### config.mk
export PLATFORM = sky130hd
export DESIGN_NAME = lsu_lane_unit
export DESIGN_NICKNAME = d
export VERILOG_FILES = /design/src/rtl/lsu_pkg.sv /design/src/rtl/lsu_access_decode.sv /design/src/rtl/lsu_store_align.sv /design/src/rtl/lsu_load_extract.sv /design/src/rtl/lsu_lane_unit.sv
export SDC_FILE = /design/constraint.sdc
export NUM_CORES = 1
export LEC_CHECK = 0
export ABC_AREA = 1
export BUFFER_PORTS_ARGS = -buffer_cell sky130_fd_sc_hd__buf_2
export CAP_MARGIN = 0
export CORE_ASPECT_RATIO = 0.5
export CORE_MARGIN = 2
export CORE_UTILIZATION = 35
export CTS_CLUSTER_SIZE = 14
export DETAILED_ROUTE_END_ITERATION = 6
export PLACE_DENSITY = 0.59
export SLEW_MARGIN = 5
export SYNTH_ARGS = -nofsm -noshare
export SYNTH_HDL_FRONTEND = slang
export SYNTH_HIERARCHICAL = 1
export SYNTH_SLANG_ARGS = --single-unit
export TNS_END_PERCENT = 30
### constraint.sdc
create_clock -name clk -period 2.1 [get_ports clk]
set_input_delay 0.42 -clock clk [delete_from_list [all_inputs] [get_ports clk]]
set_output_delay 0.42 -clock clk [all_outputs]
set_load 0.005 [all_outputs]
### src/rtl/lsu_pkg.sv
package lsu_pkg;
  localparam int OPC_W = 6;
  localparam logic [OPC_W-1:0] OPC_LD_BYTE = 6'h20;
  localparam logic [OPC_W-1:0] OPC_LD_WORD = 6'h23;
  localparam logic [OPC_W-1:0] OPC_ST_BYTE = 6'h28;
  localparam logic [OPC_W-1:0] OPC_ST_WORD = 6'h2B;

  typedef struct packed {
    logic active;
    logic is_store;
    logic is_word;
  } access_t;
endpackage

### src/rtl/lsu_access_decode.sv
module lsu_access_decode
  import lsu_pkg::*;
#(
  parameter int LANES      = 4,
  parameter bit BIG_ENDIAN = 1'b1,
  localparam int LANE_W    = $clog2(LANES)
) (
  input  logic              valid,
  input  logic [OPC_W-1:0]  opcode,
  input  logic [LANE_W-1:0] addr_lo,
  output access_t           acc,
  output logic [LANE_W-1:0] lane,
  output logic              word_misaligned
);
  always_comb begin
    acc = '0;
    if (valid) begin
      unique case (opcode)
        OPC_LD_BYTE: acc = '{active: 1'b1, is_store: 1'b0, is_word: 1'b0};
        OPC_LD_WORD: acc = '{active: 1'b1, is_store: 1'b0, is_word: 1'b1};
        OPC_ST_BYTE: acc = '{active: 1'b1, is_store: 1'b1, is_word: 1'b0};
        OPC_ST_WORD: acc = '{active: 1'b1, is_store: 1'b1, is_word: 1'b1};
        default:     acc = '0;
      endcase
    end
  end

  generate
    if (BIG_ENDIAN) begin : g_big
      assign lane = LANE_W'(LANES - 1) - addr_lo;
    end else begin : g_little
      assign lane = addr_lo;
    end
  endgenerate

  assign word_misaligned = acc.active && acc.is_word && (addr_lo != '0);
endmodule

### src/rtl/lsu_store_align.sv
module lsu_store_align
  import lsu_pkg::*;
#(
  parameter int DATA_W  = 32,
  localparam int BYTE_W = 8,
  localparam int LANES  = DATA_W / BYTE_W,
  localparam int LANE_W = $clog2(LANES)
) (
  input  access_t           acc,
  input  logic [LANE_W-1:0] lane,
  input  logic              word_misaligned,
  input  logic [DATA_W-1:0] store_data,
  output logic [LANES-1:0]  mask,
  output logic [DATA_W-1:0] data
);
  logic byte_st;
  logic word_st;

  assign byte_st = acc.active && acc.is_store && !acc.is_word;
  assign word_st = acc.active && acc.is_store && acc.is_word && !word_misaligned;

  for (genvar g = 0; g < LANES; g++) begin : g_lane
    logic hit;
    assign hit = (byte_st && (lane == LANE_W'(g))) || word_st;
    assign mask[g] = hit;
    always_comb begin
      if (byte_st)      data[g*BYTE_W +: BYTE_W] = store_data[BYTE_W-1:0];
      else if (word_st) data[g*BYTE_W +: BYTE_W] = store_data[g*BYTE_W +: BYTE_W];
      else              data[g*BYTE_W +: BYTE_W] = '0;
    end
  end
endmodule

### src/rtl/lsu_load_extract.sv
module lsu_load_extract #(
  parameter int DATA_W  = 32,
  localparam int BYTE_W = 8,
  localparam int LANES  = DATA_W / BYTE_W,
  localparam int LANE_W = $clog2(LANES)
) (
  input  logic              is_word,
  input  logic [LANE_W-1:0] lane,
  input  logic [DATA_W-1:0] rdata,
  output logic [DATA_W-1:0] result
);
  logic [BYTE_W-1:0] lane_bytes [LANES];
  logic [BYTE_W-1:0] picked;

  for (genvar g = 0; g < LANES; g++) begin : g_split
    assign lane_bytes[g] = rdata[g*BYTE_W +: BYTE_W];
  end

  assign picked = lane_bytes[lane];
  assign result = is_word ? rdata : {{(DATA_W-BYTE_W){picked[BYTE_W-1]}}, picked};
endmodule

### src/rtl/lsu_lane_unit.sv
module lsu_lane_unit
  import lsu_pkg::*;
#(
  parameter int DATA_W     = 32,
  parameter int ADDR_W     = 32,
  parameter bit BIG_ENDIAN = 1'b1,
  localparam int LANES     = DATA_W / 8,
  localparam int LANE_W    = $clog2(LANES)
) (
  input  logic                     clk,
  input  logic                     rst,
  input  logic                     req_valid,
  input  logic [OPC_W-1:0]         req_opcode,
  input  logic [ADDR_W-1:0]        req_addr,
  input  logic [DATA_W-1:0]        req_store_data,
  input  logic [DATA_W-1:0]        mem_rdata,
  output logic [ADDR_W-LANE_W-1:0] wr_word_addr,
  output logic [LANES-1:0]         wr_mask,
  output logic [DATA_W-1:0]        wr_data,
  output logic                     load_valid,
  output logic [DATA_W-1:0]        load_result,
  output logic                     misaligned
);
  access_t           acc;
  logic [LANE_W-1:0] lane;
  logic              mis_c;
  logic [LANES-1:0]  mask_c;
  logic [DATA_W-1:0] data_c;
  logic [DATA_W-1:0] result_c;
  logic              is_load;

  lsu_access_decode #(.LANES(LANES), .BIG_ENDIAN(BIG_ENDIAN)) decode_i (
    .valid           (req_valid),
    .opcode          (req_opcode),
    .addr_lo         (req_addr[LANE_W-1:0]),
    .acc             (acc),
    .lane            (lane),
    .word_misaligned (mis_c)
  );

  lsu_store_align #(.DATA_W(DATA_W)) store_i (
    .acc             (acc),
    .lane            (lane),
    .word_misaligned (mis_c),
    .store_data      (req_store_data),
    .mask            (mask_c),
    .data            (data_c)
  );

  lsu_load_extract #(.DATA_W(DATA_W)) load_i (
    .is_word (acc.is_word),
    .lane    (lane),
    .rdata   (mem_rdata),
    .result  (result_c)
  );

  assign is_load = acc.active && !acc.is_store;

  always_ff @(posedge clk) begin
    if (rst) begin
      wr_word_addr <= '0;
      wr_mask      <= '0;
      wr_data      <= '0;
      load_valid   <= 1'b0;
      load_result  <= '0;
      misaligned   <= 1'b0;
    end else begin
      if (req_valid) wr_word_addr <= req_addr[ADDR_W-1:LANE_W];
      wr_mask    <= mask_c;
      wr_data    <= data_c;
      load_valid <= is_load;
      misaligned <= mis_c;
      if (is_load) load_result <= result_c;
    end
  end
endmodule

Word level (Yosys, flattened, before mapping)
Cells that the tools add are included.
Word-level totals
  register bits after elaboration: 100
  input port bits: 105
  word-level logic and storage cells: 50
Operators by class
  bitwise gates (word level): 1
  reductions and logical operators: 20
  magnitude comparators: 1
  equal/unequal tests: 7
  add/subtract/negate cells: 1
  multiplexer cells: 14
Operator list (number)
  8-bit 2-to-1 mux: 10
  32-bit 2-to-1 mux: 1
  6-bit equality test, second input constant: 4
  8-bit binary-select mux with 2-bit select: 1
  3-bit case mux with 4 select lines: 1
  1-bit logical AND: 11
  2-bit equality test, second input constant: 2
  1-bit logical OR: 4
  3-bit greater-or-equal comparator, second input constant: 1
  1-bit zero test: 3
  3-bit 2-to-1 mux: 1
  2-bit inverter with 3-bit output: 1
  2-bit by 1-bit equality test with 1-bit output, second input constant: 1
  2-bit zero test: 1
  2-bit nonzero test: 1
  2-bit subtractor, first input constant: 1

Longest topological paths before layout
Gate-level depths: netlist (run 1).
  depth in word-level cells: 9
  gate-level depth with buffers: 13
  gate-level depth less buffers: 12

By module
The synthesis (run 1) kept the hierarchy.
By module, submodules not included
  lsu_lane_unit: seq. area each 2001.9 µm², area an instance 3472.1 µm², cells an instance 456, times used 1
  lsu_load_extract: seq. area each 0.0 µm², area an instance 586.8 µm², cells an instance 144, times used 1
  lsu_store_align: seq. area each 0.0 µm², area an instance 493.0 µm², cells an instance 104, times used 1
  lsu_access_decode: seq. area each 0.0 µm², area an instance 100.1 µm², cells an instance 23, times used 1

Worst setup path after synthesis (run 1)
No wires, ideal clock.
  path kind: input-to-reg
  start point: input port req_opcode[5]
  end point: register load_result[1]
  stages on the path: 13
  buffers on the path: 1
  arrival time: 1.615 ns
  data required time: 2.036 ns
  setup time: 0.064 ns
  slack: 0.422 ns
  cells stage by stage: inv_1 nor2_1 nand2_1 nor2_1 buf_2 inv_2 o21ai_1 nand2_1 nand2_1 inv_1 nand3_1 nand2_1 nor2_1
RTL lines
  start: declaration: line lsu_lane_unit.sv:13  | input logic [OPC_W-1:0] req_opcode,
  end signal: assignment: line lsu_lane_unit.sv:73  | if (is_load) load_result <= result_c;
  end: declaration: line lsu_lane_unit.sv:21  | output logic [DATA_W-1:0] load_result,

==> results.md, run 1 <==
* Outcome: finished, final reports clean
* Die X at 167.0 um
* Maximum vdd drop at around 340 uV
* Setup_tns at 0 ps
* Max Cap Viol at 0
* Layout cell share with drive strength beyond 1 at 0.2742
* Hold path cells at 3
* Commonest non-fill, non-tap cell in the layout: buf_2
* PostCTS Resize Cnt at 0
* Highest clock rate at around 660 MHz
* Clock Tree Buf Depth at 2
* # Post-CTS Setup Buffers at 0
* Top post-synthesis cells by area: dfxtp_1 43%, nand2_1 15%, nor2_1 14%
* Internal reg-to-reg setup slack at 1450 ps
* Max Slew Vio Count at 0
* Htree depth at 3
* # diodes at 0
* Final nets at approximately 1000
* Yosys cell types at 22
* CP Data Arrival Time at between 1500 and 2000 ps
* Global-route wire length before repair at about 21000 um
* Period minus WS final at between 1500 and 2000 ps
* Max-slew headroom at 0.3707
* Buffers on Ports at between 200 and 250
* Clock Latency Late Sink at around 340 ps
* Via-to-Cell Ratio at roughly 4.3
* Hpwl dp at slightly below 10000 um
* Tightest Hold Check Type: primary input to flop
* Yosys top cell area share at 0.4303
* Final hold viol count at 0
* Core ar. at about 13000 um2
* IO Count at 205
* Synth warn at 6
* Pre-antenna DRT Iters at 4
* Critical Path Start: req_opcode[5]
* Height of the die at about 86 um
* CTS tree: yes
* TritonCTS Buffers at 9
* # fillers at between 1000 and 1500
* CP endpoint kind: flop
* Initial drt markers at 216
* Row count at 29
* Antenna violations before repair at 0
* Synthesized area at 4652 um2
* Clk slew on worst S/H paths at approximately 70 ps
* PwrDens at 669.0 nW/um2
* Hold-fix buffers at CTS at 0
* Syn Area/Cell at ~6.4 um2
* Seq/Total Area, Yosys at 0.4303
* Setup violations, final at 0
* Vias at around 4700
* Routability cong. at 0.7665
* Reg2reg path depth at 2
* RSZ-0062 raised after global routing: no
* Kind of critical path: primary input to flop
* Drt drc at 0
* Initial core utilization at 0.3632
* Area added between synthesis and finish at 29.72%
* Syn_nets at around 830
* Clock Sinks at 100
* Most frequent cells in the layout: 204 x buf_2, 184 x nand2_1, 174 x nor2_1
* GRT Overall Usage at 0.1833
* Critical R2R Capture: wr_word_addr[16]
* Total die area at 14290 um2
* Worst setup SP type: primary input
* Crit share post-route at 0.7260
* Yosys reg bits at 100
* Worst-Margin Slew at between 900 and 1000 ps
* Crit-path max FO at 25
* Cells after Synth at between 700 and 800
* WL final at approximately 13000 um
* CTS root buffer: clkbuf_16
* Leak pwr at 3.429 nW
* ANT nets after route at 0
* Largest net degree at the start of global routing at 39
* Worst Hold End: wr_word_addr[27]
* Core Util, Final at 0.4711
* Vias in the first global route at 4489
* Clock skew at 0 ps
* Gr ovfl total at 0
* Hold_sp: req_addr[29]
* Worst Path Required at approximately 2400 ps
* Worst r2r src: wr_word_addr[16]
* Wirelength per Cell at roughly 12 um
* Synth area leader: dfxtp_1
[final cells by class]
| cell class | count | area [um2] | area share |
|---|---|---|---|
| flip-flops and latches | 100 | 2002 | 0.3317 |
| multi-input cells | 467 | 1942 | 0.3218 |
| repair buffers | 218 | 1151 | 0.1908 |
| inverters | 118 | 442.9 | 0.07340 |
| clock buffers | 9 | 225.2 | 0.03732 |
| well taps | 170 | 212.7 | 0.03525 |
| clock inverters | 7 | 58.81 | 0.009745 |
[logic make-up (layout without fill, tap and decap cells)]
| family | count (synthesis) | count (layout) | share of synthesized area |
|---|---|---|---|
| AND/OR/NAND/NOR | 435 | 435 | 0.3800 |
| buffers and inverters | 160 | 352 | 0.1528 |
| flip-flops | 100 | 100 | 0.4303 |
| AO/OA/AOI/OAI | 32 | 32 | 0.03685 |
[how the worst max path moves through the flow]
stage / end / slack [ps] / cells after the start
final: wr_mask[1] / 580 / 11
after floorplan: load_result[1] / 420 / 13
after CTS: load_result[0] / 560 / 13
after detailed placement: load_result[0] / 200 / 13
after global routing: load_result[5] / 340 / 13
after global placement: wr_mask[0] / 240 / 10
[metrics by stage]
step | worst slack (ps) | hold WS, ps | power (W) | cell area [um2] | cells
6_report | 575.4 | 294.5 | 0.004037 | 6035 | 1089
3_5_place_dp | 198.2 | 468.0 | 0.002483 | 5751 | 1073
2_1_floorplan | 421.6 | 476.2 | 0.002272 | 4652 | 727
4_1_cts | 557.5 | 282.1 | 0.004108 | 6035 | 1089
3_3_place_gp | 238.1 | 457.9 | 0.002477 | 5751 | 1073
5_1_grt | 341.8 | 289.8 | 0.004259 | 6035 | 1089
[Yosys cell counts, drive strengths merged]
| cell | instances |
|---|---|
| nand2 | 187 |
| nor2 | 181 |
| inv | 118 |
| dfxtp | 100 |
| nand3 | 65 |
| buf | 33 |
| o21ai | 32 |
| clkbuf | 9 |
| nor3 | 2 |
[worst max-delay path, stage by stage]
cell	delay, ps
buf_2	90
inv_1	30
nor2_1	80
nand2_1	90
nor2_2	260
inv_2	140
nor2_8	300
nand2_1	170
nand2_1	100
inv_1	40
nor2_1	70
[flip-flops by register name, indices dropped and copies added (netlist names)]
name / count
load_valid: 1
wr_data: 32
load_result: 32
misaligned: 1
wr_word_addr: 30
wr_mask: 4
[layer usage]
metal	GRT usage	up-vias	share of wire
met5	0	-	0
li1	-	2509	-
met3	0.04938	8	0.057
met4	0.04389	0	0.0081
met1	0.2186	2067	0.45
met2	0.3326	97	0.49
[power by group]
| part | internal (W) | switching [W] |
|---|---|---|
| combinational | 0.000197 | 0.000265 |
| clock | 0.000824 | 0.000779 |
| sequential | 0.00195 | 0.0000234 |
(Power assumes the default switching activity.)
==> inputs of run 2 (changes only) <==
==> constraint.sdc (replaced) <==
create_clock -name clk -period 1.5 [get_ports clk]
set_input_delay 0.3 -clock clk [delete_from_list [all_inputs] [get_ports clk]]
set_output_delay 0.3 -clock clk [all_outputs]
set_load 0.005 [all_outputs]
==> run 2 against run 1 <==
Compared with the run above: final cell count up 1.0%; total power is 42% higher; register-to-register slack worse by 600 ps; first-iteration DRC count increased by 4.6%; via count rose by 1.3%; clock skew unchanged; clock-buffer cell count rose by 1; worst setup slack worse by 360 ps; critical path type unchanged.
==> results.md, run 2 (synthesized netlist as in run 1, its figures left out) <==
* Biggest regs: load_result: 32 flops, wr_data: 32 flops, wr_word_addr: 30 flops (unchanged)
* Pre-antenna DRT Iters at 4 (unchanged)
* Hold path cells at 3 (unchanged)
* Clock Sinks at 100 (unchanged)
* Area added between synthesis and finish at 33.06% (was 29.72%)
* Clock skew at 0 ps (unchanged)
* Crit-path max FO at 12 (was 25)
* Clk network pwr share at 0.401 (was 0.397)
* Drt drc at 0 (unchanged)
* Hpwl dp at 9520 um (was 9615 um)
* TritonCTS Buffers at 9 (unchanged)
* CTS root buffer: clkbuf_16 (unchanged)
* Via-to-Cell Ratio at 4.313 (was 4.298)
* ANT nets after route at 0 (unchanged)
* CP Data Arrival Time at 1570 ps (was 1800 ps)
* Core Util, Final at 0.4832 (was 0.4711)
* Met1 GRT Util at 0.2209 (was 0.2186)
* Net Sw Power at 0.001500 W (was 0.001068 W)
* Global-route met3 utilization at 0.05676 (was 0.04938)
* Most frequent cells in the layout: 204 x buf_2, 184 x nand2_1, 174 x nor2_1 (unchanged)
* IO Count at 205 (unchanged)
* Vias in the first global route at 4493 (was 4489)
* Vias at 4744 (was 4681)
* Fin cells at 1100 (was 1089)
* Antenna violations before repair at 0 (unchanged)
* Initial core utilization at 0.3632 (unchanged)
* Comb power frac at 0.117 (was 0.115)
* Highest clock rate at 780.8 MHz
* Setup violations, final at 0 (unchanged)
* Max Cap Viol at 0 (unchanged)
* Design Power at 0.005726 W (was 0.004037 W)
* Kind of critical path: primary input to flop (unchanged)
* Period minus WS final at roughly 1300 ps
* RSZ-0062 raised after global routing: no (unchanged)
* Core ar. at 12810 um2 (unchanged)
* Final instance area at 6190 um2 (was 6035 um2)
* Clock Latency Late Sink at 330 ps (was 340 ps)
* Wirelength per Cell at 11.67 um (was 11.74 um)
* Htree depth at 3 (unchanged)
* Placed Area at 5879 um2 (was 5751 um2)
* Max-slew headroom at 0.7874 (was 0.3707)
* Worst setup SP type: primary input (unchanged)
* Clock Tree Buf Depth at 2 (unchanged)
* # Post-CTS Setup Buffers at 0 (unchanged)
* Commonest non-fill, non-tap cell in the layout: buf_2 (unchanged)
* Buffers on Ports at 204 (unchanged)
* Routability cong. at 0.7549 (was 0.7665)
* # diodes at 0 (unchanged)
* Final hold viol count at 0 (unchanged)
* # fillers at 1351 (was 1390)
* Met2 Track Usage GR at 0.3060 (was 0.3326)
* Grt peak-use layer: met2 (unchanged)
* Height of the die at 85.52 um (unchanged)
* PostCTS Resize Cnt at 0 (unchanged)
* Tightest Hold Check Type: primary input to flop (unchanged)
* GRT Overall Usage at 0.1802 (was 0.1833)
* Largest net degree at the start of global routing at 39 (unchanged)
* CTS tree: yes (unchanged)
* Internal power at 0.004226 W (was 0.002969 W)
* Gr ovfl total at 0 (unchanged)
* Worst-Margin Slew at 318.1 ps (was 942.9 ps)
* Outcome: finished, final reports clean (unchanged)
* Initial drt markers at 226 (was 216)
* Reg power frac at 0.482 (was 0.488)
* Row count at 29 (unchanged)
* Reg2reg path depth at 2 (unchanged)
* Crit share post-route at 0.8539
* Hold-fix buffers at CTS at 0 (unchanged)
* WL final at 12830 um (was 12790 um)
* Max Slew Vio Count at 0 (unchanged)
* Final nets at 1030 (was 1019)
* Placed Cells at 1083 (was 1073)
* Switching Fraction at 0.2619 (was 0.2646)
* Worst Path Required at 1790 ps (was 2380 ps)
* CP endpoint kind: flop (unchanged)
* Maximum vdd drop at 535.5 uV (was 336.1 uV)
* Clk slew on worst S/H paths at 80 ps (was 70 ps)
* Total die area at 14290 um2 (unchanged)
* Leak pwr at 3.505 nW (was 3.429 nW)
* PwrDens at 925.1 nW/um2 (was 669.0 nW/um2)
* Die X at 167.0 um (unchanged)
* Global-route wire length before repair at 20930 um (was 21250 um)
* Layout cell share with drive strength beyond 1 at 0.2839 (was 0.2742)
==> run 2: cell types whose count changed in the layout (fill, tap and decap cells not counted) <==
| cell | previous run | this run |
|---|---|---|
| clkinv_4 | 2 | 3 |
| nor2_2 | 5 | 4 |
| buf_4 | 12 | 18 |
| clkinv_2 | 1 | 0 |
| o21ai_1 | 10 | 9 |
| nor2_4 | 1 | 3 |
| clkbuf_8 | 0 | 1 |
| buf_12 | 2 | 6 |
| clkinvlp_4 | 1 | 0 |
| o21ai_2 | 0 | 1 |
==> run 2: final cells by class <==
type | instances | area [um2] | share of cell area
Timing Repair Buffer | 228 | 1276 | 0.2062
Inverter | 118 | 442.9 | 0.07156
Clock buffer | 10 | 239.0 | 0.03861
Tap cell | 170 | 212.7 | 0.03436
Clock inverter | 6 | 55.05 | 0.008894
Sequential cell | 100 | 2002 | 0.3234
Multi-Input combinational cell | 468 | 1962 | 0.3170
==> run 2: stage by stage <==
stage	setup WS [ps]	hold slack (ps)	TNS (ps)
2_1_floorplan	-23.98	434.9	-498.8
3_3_place_gp	-170.9	457.3	-6342
3_5_place_dp	-236.1	468.0	-9842
4_1_cts	122.2	159.3	0
5_1_grt	36.21	168.5	0
6_report	219.2	171.0	0
==> run 2: power groups by stage <==
stage	sequential, W	clock (W)	combinational (W)
after CTS	0.00276	0.00239	0.000676
after global placement	0.00282	0	0.000669
after floorplan	0.00283	0	0.000352
final	0.00276	0.00230	0.000669
after detailed placement	0.00282	0	0.000673
after global routing	0.00277	0.00251	0.000770
==> run 2: path summary, 6_finish.rpt <==
kind                         from               to  slack (ps)
setup reg to reg  wr_word_addr[9]  wr_word_addr[9]         850
hold reg to reg   load_result[25]  load_result[25]         480
setup / recovery    req_opcode[5]      wr_data[20]         220
hold / removal        req_addr[4]  wr_word_addr[2]         170
==> run 2: layer usage <==
metal | vias up | wire length (um)
met2 | 103 | 6031
met3 | 15 | 734
met4 | 0 | 164
met5 | - | 0
li1 | 2531 | -
met1 | 2095 | 5904
==> run 2: critical path, cell delays in order <==
cell and delay [ps]:
buf_2 90, inv_1 40, nor2_1 80, nand2_1 130, nor2_4 180, inv_2 130
nor2_4 310, nand3_1 120, nand2_1 80, inv_1 40, nor2_1 70
